<file path="config.mk">
export PLATFORM = sky130hd
export DESIGN_NAME = smb_lowtime_guard
export DESIGN_NICKNAME = d
export VERILOG_FILES = /design/src/rtl/smb_to_pkg.sv /design/src/rtl/smb_sync2.sv /design/src/rtl/smb_low_counter.sv /design/src/rtl/smb_rst_gen.sv /design/src/rtl/smb_lowtime_guard.sv
export SDC_FILE = /design/constraint.sdc
export NUM_CORES = 1
export LEC_CHECK = 0
export BUFFER_PORTS_ARGS = -buffer_cell sky130_fd_sc_hd__buf_2
export CAP_MARGIN = 40
export CORE_ASPECT_RATIO = 0.8
export CORE_MARGIN = 4
export CORE_UTILIZATION = 55
export CTS_CLUSTER_SIZE = 16
export DETAILED_ROUTE_END_ITERATION = 12
export MAX_ROUTING_LAYER = met4
export PLACE_DENSITY_LB_ADDON = 0.08
export SLEW_MARGIN = 20
export SYNTH_ARGS = -nofsm -noshare
export SYNTH_HDL_FRONTEND = slang
export SYNTH_HIERARCHICAL = 1
export SYNTH_SLANG_ARGS = --single-unit
</file>
<file path="constraint.sdc">
create_clock -name clk -period 4.1 [get_ports clk]
set_input_delay 0.82 -clock clk [delete_from_list [all_inputs] [get_ports clk]]
set_output_delay 0.82 -clock clk [all_outputs]
set_load 0.1 [all_outputs]
</file>
<file path="src/rtl/smb_to_pkg.sv">
package smb_to_pkg;

  // Number of system clock cycles in the timeout window.
  function automatic int unsigned calc_limit(input int unsigned clk_hz,
                                             input int unsigned win_ms);
    return (clk_hz / 1000) * win_ms;
  endfunction

  // Counter width that can hold the value lim.
  function automatic int unsigned cnt_bits(input int unsigned lim);
    return (lim < 2) ? 1 : $clog2(lim + 1);
  endfunction

endpackage

</file>
<file path="src/rtl/smb_sync2.sv">
module smb_sync2 #(
  parameter int W      = 2,
  parameter int STAGES = 2,
  parameter logic RST_VAL = 1'b1
) (
  input  logic         clk,
  input  logic         rst_n,
  input  logic [W-1:0] d_i,
  output logic [W-1:0] q_o
);
  logic [W-1:0] stage_q [STAGES];

  always_ff @(posedge clk or negedge rst_n) begin
    if (!rst_n) begin
      for (int i = 0; i < STAGES; i++) stage_q[i] <= {W{RST_VAL}};
    end else begin
      stage_q[0] <= d_i;
      for (int i = 1; i < STAGES; i++) stage_q[i] <= stage_q[i-1];
    end
  end

  assign q_o = stage_q[STAGES-1];
endmodule

</file>
<file path="src/rtl/smb_low_counter.sv">
module smb_low_counter #(
  parameter int unsigned LIM = 350,
  parameter int unsigned CW  = 9
) (
  input  logic          clk,
  input  logic          rst_n,
  input  logic          scl_s,
  input  logic          dis,
  output logic [CW-1:0] cnt_o,
  output logic          sat_o
);
  localparam logic [CW-1:0] LIM_V = CW'(LIM);

  logic [CW-1:0] cnt_q;

  assign sat_o = (cnt_q == LIM_V);

  always_ff @(posedge clk or negedge rst_n) begin
    if (!rst_n)             cnt_q <= '0;
    else if (dis || scl_s)  cnt_q <= '0;
    else if (!sat_o)        cnt_q <= cnt_q + 1'b1;
  end

  assign cnt_o = cnt_q;
endmodule

</file>
<file path="src/rtl/smb_rst_gen.sv">
module smb_rst_gen (
  input  logic clk,
  input  logic rst_n,
  input  logic scl_s,
  input  logic dis,
  input  logic hit,
  output logic pulse_o,
  output logic rel_o,
  output logic fired_o
);
  logic fired_q, pulse_q, rel_q;
  logic new_evt;

  assign new_evt = hit && !fired_q;

  always_ff @(posedge clk or negedge rst_n) begin
    if (!rst_n) begin
      fired_q <= 1'b0;
      pulse_q <= 1'b0;
      rel_q   <= 1'b0;
    end else begin
      pulse_q <= new_evt;
      if (scl_s)      fired_q <= 1'b0;
      else if (hit)   fired_q <= 1'b1;
      if (scl_s || dis) rel_q <= 1'b0;
      else if (new_evt) rel_q <= 1'b1;
    end
  end

  assign pulse_o = pulse_q;
  assign rel_o   = rel_q;
  assign fired_o = fired_q;
endmodule

</file>
<file path="src/rtl/smb_lowtime_guard.sv">
module smb_lowtime_guard #(
  parameter int unsigned CLK_HZ     = 50_000_000,
  parameter int unsigned TIMEOUT_MS = 35
) (
  input  logic clk,
  input  logic rst_n,
  input  logic scl_i,
  input  logic sda_i,
  input  logic to_dis,
  output logic scl_sync_o,
  output logic sda_sync_o,
  output logic bus_rst_o,
  output logic sda_rel_o
);
  import smb_to_pkg::*;

  localparam int unsigned LIM = calc_limit(CLK_HZ, TIMEOUT_MS);
  localparam int unsigned CW  = cnt_bits(LIM);

  logic [1:0]    sync_q;
  logic          scl_s;
  logic [CW-1:0] low_cnt;
  logic          cnt_sat;
  logic          to_hit;
  logic          evt_fired;

  smb_sync2 #(.W(2), .STAGES(2), .RST_VAL(1'b1)) u_sync (
    .clk(clk), .rst_n(rst_n), .d_i({sda_i, scl_i}), .q_o(sync_q)
  );

  assign scl_s = sync_q[0];

  smb_low_counter #(.LIM(LIM), .CW(CW)) u_cnt (
    .clk(clk), .rst_n(rst_n), .scl_s(scl_s), .dis(to_dis),
    .cnt_o(low_cnt), .sat_o(cnt_sat)
  );

  assign to_hit = cnt_sat && !scl_s && !to_dis;

  smb_rst_gen u_gen (
    .clk(clk), .rst_n(rst_n), .scl_s(scl_s), .dis(to_dis), .hit(to_hit),
    .pulse_o(bus_rst_o), .rel_o(sda_rel_o), .fired_o(evt_fired)
  );

  assign scl_sync_o = scl_s;
  assign sda_sync_o = sync_q[1];
endmodule

</file>
==> metrics.txt, run 1 <==
die area=3380 um2; post-synthesis sequential area ratio=between 50% and 60%; CTS Buffer Depth=2; static leakage=0.000572 uW; CP bufs+invs=1; Yosys top cell area share=43.5%; HP Start=u_sync/stage_q[3]; DR vias=1051; hold endpoint=u_sync/q_o[1]; grt met2 use=25.2%; crit path kind=flop to output pin; Largest stage delay, worst path=0.61 ns; FF-to-FF End=u_gen/rel_o; die height=52.8 um; row cnt=15; Synth Register Bits=28; first-pass GRT wire length=4290 um; Post-Syn Nets=145; Cell variety after synth=34; cts repair resizes=0; Post-CTS Setup Bufs=0; max_slew headroom=59.7%; R2R Path Start=u_cnt/cnt_o[4]; cell taking the most area after synthesis=dfrtp_1; worst-margin pin slew=between 0.6 and 0.7 ns; Post-Syn Instances=between 100 and 150; final WL=between 2000 and 3000 um; f_max=0.456 GHz; I/O Buffers=8; top cells by area, synth=dfrtp_1, dfstp_2, nor2_1, xor2_1, or4_1; min Tclk post-route=~2.2 ns; Worst IR Drop VDD=0.172 mV; vias in the first global route=~900; Main synth FF type=dfrtp_1; Placer Congestion=0.793; final hold vios=0; ANT cells=0; final net count=~150; final setup violation count=0; Stages on worst setup path=1; Area Overhead vs Synth=6.43%; Initial Util=60.8%; Synth Cell Area=1380 um2; RSZ-0062 raised after global routing=false; crit path max-delay cell type=dfstp_2; worst setup path start=u_sync/q_o[0]; H-Tree Depth=1; gr busiest metal=met2; Worst-path clk slew=0.14 ns; CP required=approximately 3.3 ns; vias per cell=5.87; Async SR Flop Fraction=100%; Total Power=438 uW; met1 Track Usage GR=23.3%; WHS Path Cells=0; Die X=64.0 um; core area=~2300 um2; count leader, synth=dfrtp_1; DR WL/cell=14.3 um; worst min path class=flop to flop; First-pass DRT Iterations=4; Fillers=186; final max-slew violation count=0; CP Max Fanout=6; crit end category=output pin; layout cells sized above 1=14.5%; Top Ports=9; max-cap viol count=0; crit path launch type=flop; setup_tns=0 ns; Finished Cell Area=1470 um2; Crit path max-delay family=flip-flops; largest net degree at the start of global routing=29; EDFF count, synth=0; CTS tree=built; Final Cycle Share=53.4%; met3 GRT Util=5.15%; grt total ovfl=0; R2R Setup Slk=about 2.1 ns; Critical Path, Cell by Cell=buf_2; Root Driver=clkbuf_4; status=finished clean; reg2reg path depth=6; Placed Instances=175; Hold-fix buffers, CTS=0; initial antenna violation count=0; GRT Total Usage=approximately 17%; clock sink total=28; final setup skew=0.00576 ns; Synth Warn #=6; DR iter-0 viols=89; CTS Buf Count=3; post-route ant nets=0; Skew-Pair Late Insertion Delay=0.32 ns; placed inst area=1430 um2; HPWL Detailed=roughly 1800 um; crit path DAT=between 1 and 1.5 ns; DRC=0; list of most frequent post-synthesis cells=dfrtp_1, nor2_1, nand2_1; Finished Layout Cells=about 180; Power Density=around 300 nW/um2; Mapped Avg Cell Area=10.0 um2
==> final cells by class <==
type	count	area (um2)	share of cell area, %
Multi-Input combinational cell	100	627	42.6
Timing Repair Buffer	8	40.0	2.72
Clock buffer	4	36.3	2.47
Tap cell	34	42.5	2.89
Inverter	5	18.8	1.28
Sequential cell	28	706	48.0
==> routing by layer <==
layer | routed length [um] | up-vias
met4 | 17 | 0
met3 | 134 | 2
met5 | 0 | -
met1 | 1280 | 514
met2 | 1130 | 27
li1 | - | 508
==> sequential cells by signal, indices dropped and copies added (netlist names) <==
signal,count
u_gen/rel_o,1
u_sync/stage_q,2
u_sync/q_o,2
u_gen/fired_o,1
u_gen/pulse_o,1
u_cnt/cnt_o,21
==> per-stage QoR <==
step | setup slack, ns | utilization [%] | hold slack [ns]
2_1_floorplan | 2.34 | - | 0.345
3_3_place_gp | 2.04 | 63.1 | 0.345
3_5_place_dp | 2.02 | 63.1 | 0.350
4_1_cts | 1.89 | 64.7 | 0.369
5_1_grt | 1.85 | 64.7 | 0.371
6_report | 1.91 | 64.7 | 0.367
==> cells in the final DEF, fill, tap and decap left out, types with 2 or more instances in the layout <==
cell,netlist,routed
dfrtp_1,24,24
nor2_1,18,18
nand2_1,9,9
buf_2,0,8
nand3_1,8,8
a21oi_1,8,8
xor2_1,7,7
or4_1,6,6
inv_1,5,5
xnor2_1,5,5
nand4_1,5,5
nor3_1,4,4
dfstp_2,4,4
clkbuf_4,0,3
nor4_1,3,3
o21ai_0,3,3
o31ai_1,3,3
and4_1,2,2
o211ai_1,2,2
or3_1,2,2
ha_1,2,2
==> where the power goes <==
group | total, uW | switching (uW) | internal (uW)
Clock | 132 | 77.4 | 54.4
Sequential | 283 | 2.50 | 281
Combinational | 22.7 | 18.7 | 4.02
==> worst max-delay path by stage <==
stage / endpoint
floorplan: u_gen/rel_o
global placement: u_cnt/cnt_o[15]
detailed placement: u_cnt/cnt_o[15]
CTS: scl_sync_o
global route: scl_sync_o
finish: scl_sync_o
==> cell families (layout without fill, tap and decap cells) <==
group,Yosys count,in the layout,synth area share [%]
flops,28,28,51.1
simple gates,69,69,28.7
fa+ha+maj,2,2,1.81
buf+inv,10,17,3.53
xor+xnor,12,12,7.61
compound gates,17,17,7.25
No activity file was read; power rests on OpenSTA's default activity.
==> run 2: changes to the inputs <==
Clock period 4.1 ns to 2.2 ns, I/O delays scaled along.
==> run 2 against run 1 <==
Final cell count grew 0.56%. Critical endpoint is now u_gen/rel_o. Clock power grew 86%. Count of clock-buffer cells in the layout is the same. Clock skew grew 0.011 ns. Register-to-register slack lost 1.8 ns. Utilization grew 0.33 points. Largest cell class unchanged. Hold slack lost 0.28 ns. Sequential power grew 87%. Via count shrank 1.8%. Flip-flop and latch count is the same. Non-clock buffer count grew 1. Sequential share of layout area shrank 0.24 points.
==> metrics.txt, run 2 (synthesis gave the netlist of run 1 again) <==
crit path launch type=flop; vias per cell=5.73 (-2.4%); placed inst area=1440 um2 (+0.52%); die height=52.8 um (unchanged); grt total ovfl=0 (unchanged); First-pass DRT Iterations=4 (unchanged); Worst-path clk slew=0.15 ns (about the same); crit path kind=flop to flop; I/O Buffers=8 (unchanged); Finished Cell Area=1480 um2 (+0.51%); Critical Path, Cell by Cell=nand4_2 > or4_1 > nor2_1 > nor3b_2 > nor2b_4 > o21a_1; H-Tree Depth=1 (unchanged); post-layout util=65.1% (+0.33 points); met3 wire len=93 um (-31%); f_max=0.519 GHz; final hold vios=0 (unchanged); Top Metal Used=met4; CTS Buffer Depth=2 (unchanged); post-route ant nets=0 (unchanged); vias in the first global route=1003 (+9.0%); Crit path max-delay family=simple AND/OR/NAND/NOR gates; Finished Layout Cells=180 (+0.56%); RSZ-0062 raised after global routing=false; max-cap viol count=0 (unchanged); CP Max Fanout=7 (+1); HPWL Detailed=1900 um (+5.2%); CP required=2.49 ns (-0.79 ns); final max-slew violation count=0 (unchanged); final net count=154 (+0.65%); first-pass GRT wire length=4590 um (+6.9%); DR WL/cell=14.3 um (about the same); final setup skew=0.0163 ns (+0.0105 ns); core area=2270 um2 (unchanged); Root Driver=clkbuf_4; Metal-1 WL=1310 um (+2.7%); Placer Congestion=0.792 (-0.16%); CTS Buf Count=3 (unchanged); Seq. cell area=706 um2 (unchanged); Die X=64.0 um (unchanged); commonest cells after routing, fill and taps aside=dfrtp_1, nor2_1, nand2_1; worst min path class=input pin to asynchronous set/reset pin; initial antenna violation count=0 (unchanged); CP bufs+invs=0 (-1); clock sink total=28 (unchanged); layout cells sized above 1=15.1% (+0.59 points); crit path max-delay cell type=or4_1; static leakage=0.000577 uW (+0.78%); commonest non-fill, non-tap cell in the layout=dfrtp_1; GRT Total Usage=18.3% (+1.2 points); ANT cells=0 (unchanged); min Tclk post-route=between 1.5 and 2 ns; Final Cycle Share=87.7%; die area=3380 um2 (unchanged); worst-margin pin slew=0.592 ns (-0.0121 ns); Fillers=179 (-3.8%); largest net degree at the start of global routing=29 (unchanged); Initial Util=60.8% (unchanged); setup_tns=0 ns (unchanged); row cnt=15 (unchanged); met2 wire len=1140 um (+1.2%); DR vias=1032 (-1.8%); Worst IR Drop VDD=0.502 mV (+190%); Largest stage delay, worst path=0.61 ns (about the same); final WL=2570 um (+0.51%); Hold-fix buffers, CTS=0 (unchanged); area used by multi-input combinational logic=627 um2 (unchanged); Placed Instances=176 (+0.57%); status=finished clean; Post-CTS Setup Bufs=0 (unchanged); CTS tree=built; Top Ports=9 (unchanged); DRC=0 (unchanged); Skew-Pair Late Insertion Delay=0.33 ns (about the same); crit end category=flop; max_slew headroom=60.6% (+0.81 points); DR iter-0 viols=77 (-13%); final setup violation count=0 (unchanged); Power Density=554 nW/um2 (+86%); Area Overhead vs Synth=6.97%; cts repair resizes=0 (unchanged); max reg flops=21 (unchanged); crit path DAT=2.22 ns (+0.85 ns)
run 2: cell type report:
class / count / share of cell area (%)
timing repair buffer: 9 / 3.22
inverter: 5 / 1.27
tap: 34 / 2.88
multi-input combinational: 100 / 42.4
sequential: 28 / 47.8
clock buffer: 4 / 2.46
run 2: through the flow:
stage,setup slack [ns],hold slack (ns),power (uW)
after floorplan,0.442,0.144,564
after global placement,0.335,0.346,581
after detailed placement,0.283,0.353,583
after CTS,0.251,0.0946,834
after global routing,0.125,0.116,861
final,0.271,0.0836,818
run 2: worst reg2reg max path: cells and delay by family, from the launching register on:
family | cells | cell delay [ns]
AND/OR/NAND/NOR | 5 | 1.30
AO/OA/AOI/OAI | 1 | 0.11
flip-flops | 1 | 0.47
run 2: where the power goes:
group,switching (uW),internal (uW),total [uW]
logic,35.3,8.78,44.0
clock network,144,101,246
registers,5.31,523,529
run 2: worst paths after layout:
path | from | endpoint | cells after the start | slack, ns
setup / recovery | u_cnt/cnt_o[4] | u_gen/rel_o | 6 | 0.27
hold / removal | rst_n | u_cnt/cnt_o[5] | 1 | 0.08
setup reg to reg | u_cnt/cnt_o[4] | u_gen/rel_o | 6 | 0.27
hold reg to reg | u_sync/stage_q[2] | u_sync/q_o[0] | 0 | 0.37
max in group asynchronous | rst_n | u_cnt/cnt_o[13] | 1 | 1.71
min in group clk | sda_i | u_sync/stage_q[3] | 1 | 0.18
run 2: per-layer routing:
| metal | GRT usage (%) | vias to the layer above |
|---|---|---|
| met3 | 4.72 | 4 |
| met5 | - | - |
| met2 | 28.8 | 14 |
| met1 | 23.9 | 504 |
| met4 | 4.30 | 0 |
| li1 | - | 510 |
==> run 3: changes to the inputs <==
Settings changed: CELL_PAD_IN_SITES_DETAIL_PLACEMENT set to 1, CELL_PAD_IN_SITES_GLOBAL_PLACEMENT set to 2, CORE_ASPECT_RATIO 0.8 to unset, CORE_UTILIZATION 55 to 38.
==> run 3 against run 2 <==
Clock power increased by 39%. Cell area increased by 3.1%. Final cell count increased by 7.8%. Maximum frequency shrank 2.0%. Die area is 38% higher. Utilization down 20 points. Flip-flop and latch count stayed put. Critical endpoint unchanged. Largest power group unchanged.
==> metrics.txt, run 3 (synthesis gave the netlist of run 1 again) <==
status=finished clean; worst min path class=input pin to asynchronous set/reset pin; largest net degree at the start of global routing=29 (unchanged); setup slack after layout=0.232 ns (-0.0394 ns); CP Max Fanout=7 (unchanged); CP required=2.50 ns (about the same); Die X=68.3 um (+6.7%); core area=3420 um2 (+50%); grt total ovfl=0 (unchanged); initial antenna violation count=0 (unchanged); Root Driver=clkbuf_4; Placer Congestion=0.821 (+3.7%); DR iter-0 viols=61 (-21%); setup_tns=0 ns (unchanged); DR WL/cell=15.6 um (+9.5%); final net count=156 (+1.3%); final WL=3030 um (+18%); Top Ports=9 (unchanged); die height=68.3 um (+29%); CTS Buffer Depth=2 (unchanged); row cnt=21 (+6); Worst IR Drop VDD=0.317 mV (-37%); HPWL Detailed=2230 um (+18%); die area=4660 um2 (+38%); max_slew headroom=58.2% (-2.4 points); H-Tree Depth=1 (unchanged); Post-CTS Setup Bufs=0 (unchanged); Initial Util=40.4% (-20 points); DR vias=1051 (+1.8%); post-route ant nets=0 (unchanged); static leakage=0.000593 uW (+2.9%); min Tclk post-route=1.97 ns (+0.0394 ns); clock sink total=28 (unchanged); layout cells sized above 1=16.2% (+1.1 points); Hold-fix buffers, CTS=0 (unchanged); final hold vios=0 (unchanged); RSZ-0062 raised after global routing=false; final setup skew=0.00416 ns (-0.0121 ns); ANT cells=0 (unchanged); I/O Buffers=8 (unchanged); vias in the first global route=1101 (+9.8%); first-pass GRT wire length=5490 um (+20%); crit end category=flop; Final Cycle Share=89.5% (+1.8 points); f_max=0.508 GHz (-2.0%); worst-margin pin slew=0.627 ns (+0.0354 ns); CTS tree=built; CTS Buf Count=3 (unchanged); GRT Total Usage=16.3% (-2.0 points); crit path kind=flop to flop; Area Overhead vs Synth=10.3%; Setup WS pre-CTS=0.245 ns (-0.0386 ns); vias per cell=5.42 (-5.5%); commonest cells after routing, fill and taps aside=dfrtp_1, nor2_1, nand2_1; First-pass DRT Iterations=4 (unchanged); max-cap viol count=0 (unchanged); Worst-path clk slew=0.15 ns (about the same); final setup violation count=0 (unchanged); hold_ws=0.0924 ns (+0.00884 ns); Skew-Pair Late Insertion Delay=0.34 ns (about the same); final max-slew violation count=0 (unchanged); DRC=0 (unchanged); Power Density=602 nW/um2 (+8.7%); crit path DAT=2.26 ns (+0.04 ns); crit path launch type=flop; commonest non-fill, non-tap cell in the layout=dfrtp_1; max reg flops=21 (unchanged); cts repair resizes=0 (unchanged)
==> run 3: changes by cell type in the layout (fill, tap and decap cells not counted), sizes merged <==
cell | before | now
bufinv | 0 | 1
buf | 9 | 11
clkbuf | 4 | 3
==> run 3: per-stage QoR <==
step	cell area [um2]	power, uW	utilization, %	std cells
after floorplan	1380	564	-	138
after global placement	1470	582	43.1	190
after detailed placement	1470	584	43.1	190
after CTS	1520	941	44.6	194
after global routing	1520	962	44.6	194
final	1520	917	44.6	194
==> run 3: final timing paths <==
check	depth (start not counted)	endpoint	slack (ns)	from
worst max-delay path	6	u_gen/rel_o	0.23	u_cnt/cnt_o[4]
worst min-delay path	1	u_cnt/cnt_o[0]	0.09	rst_n
worst max register to register	6	u_gen/rel_o	0.23	u_cnt/cnt_o[4]
worst min register to register	0	u_sync/q_o[1]	0.37	u_sync/stage_q[3]
max in group asynchronous	1	u_cnt/cnt_o[5]	1.71	rst_n
min in group clk	1	u_sync/stage_q[2]	0.17	scl_i
==> run 3: cell type report <==
class / instances / area [um2]
tap: 46 / 57.6
multi-input combinational: 100 / 627
fill: 398 / 1890
clock buffer: 3 / 22.5
sequential: 28 / 706
timing repair buffer: 11 / 62.6
inverter: 5 / 18.8
clock inverter: 1 / 30.0
==> run 3: report_power, final <==
group	internal [uW]	switching, uW	leakage (uW)	total (uW)
Combinational	8.80	36.1	0.000189	44.9
Sequential	523	5.59	0.000376	529
Clock	185	158	0.0000279	343
==> run 3: critical path: stages (launching register included) <==
cell and delay [ns]:
dfrtp_1 0.47, nand4_2 0.22, or4_1 0.63, nor2_1 0.12, nor3b_2 0.20, nor2b_4 0.18, o21a_1 0.10
==> run 3: per-layer routing <==
metal	vias up	track usage (%)	routed length (um)	part of all wire, %
li1	516	-	-	-
met1	522	21.1	1500	50
met2	9	25.9	1420	47
met3	4	1.97	65	2.1
met4	0	6.70	40	1.3
met5	-	-	0	0
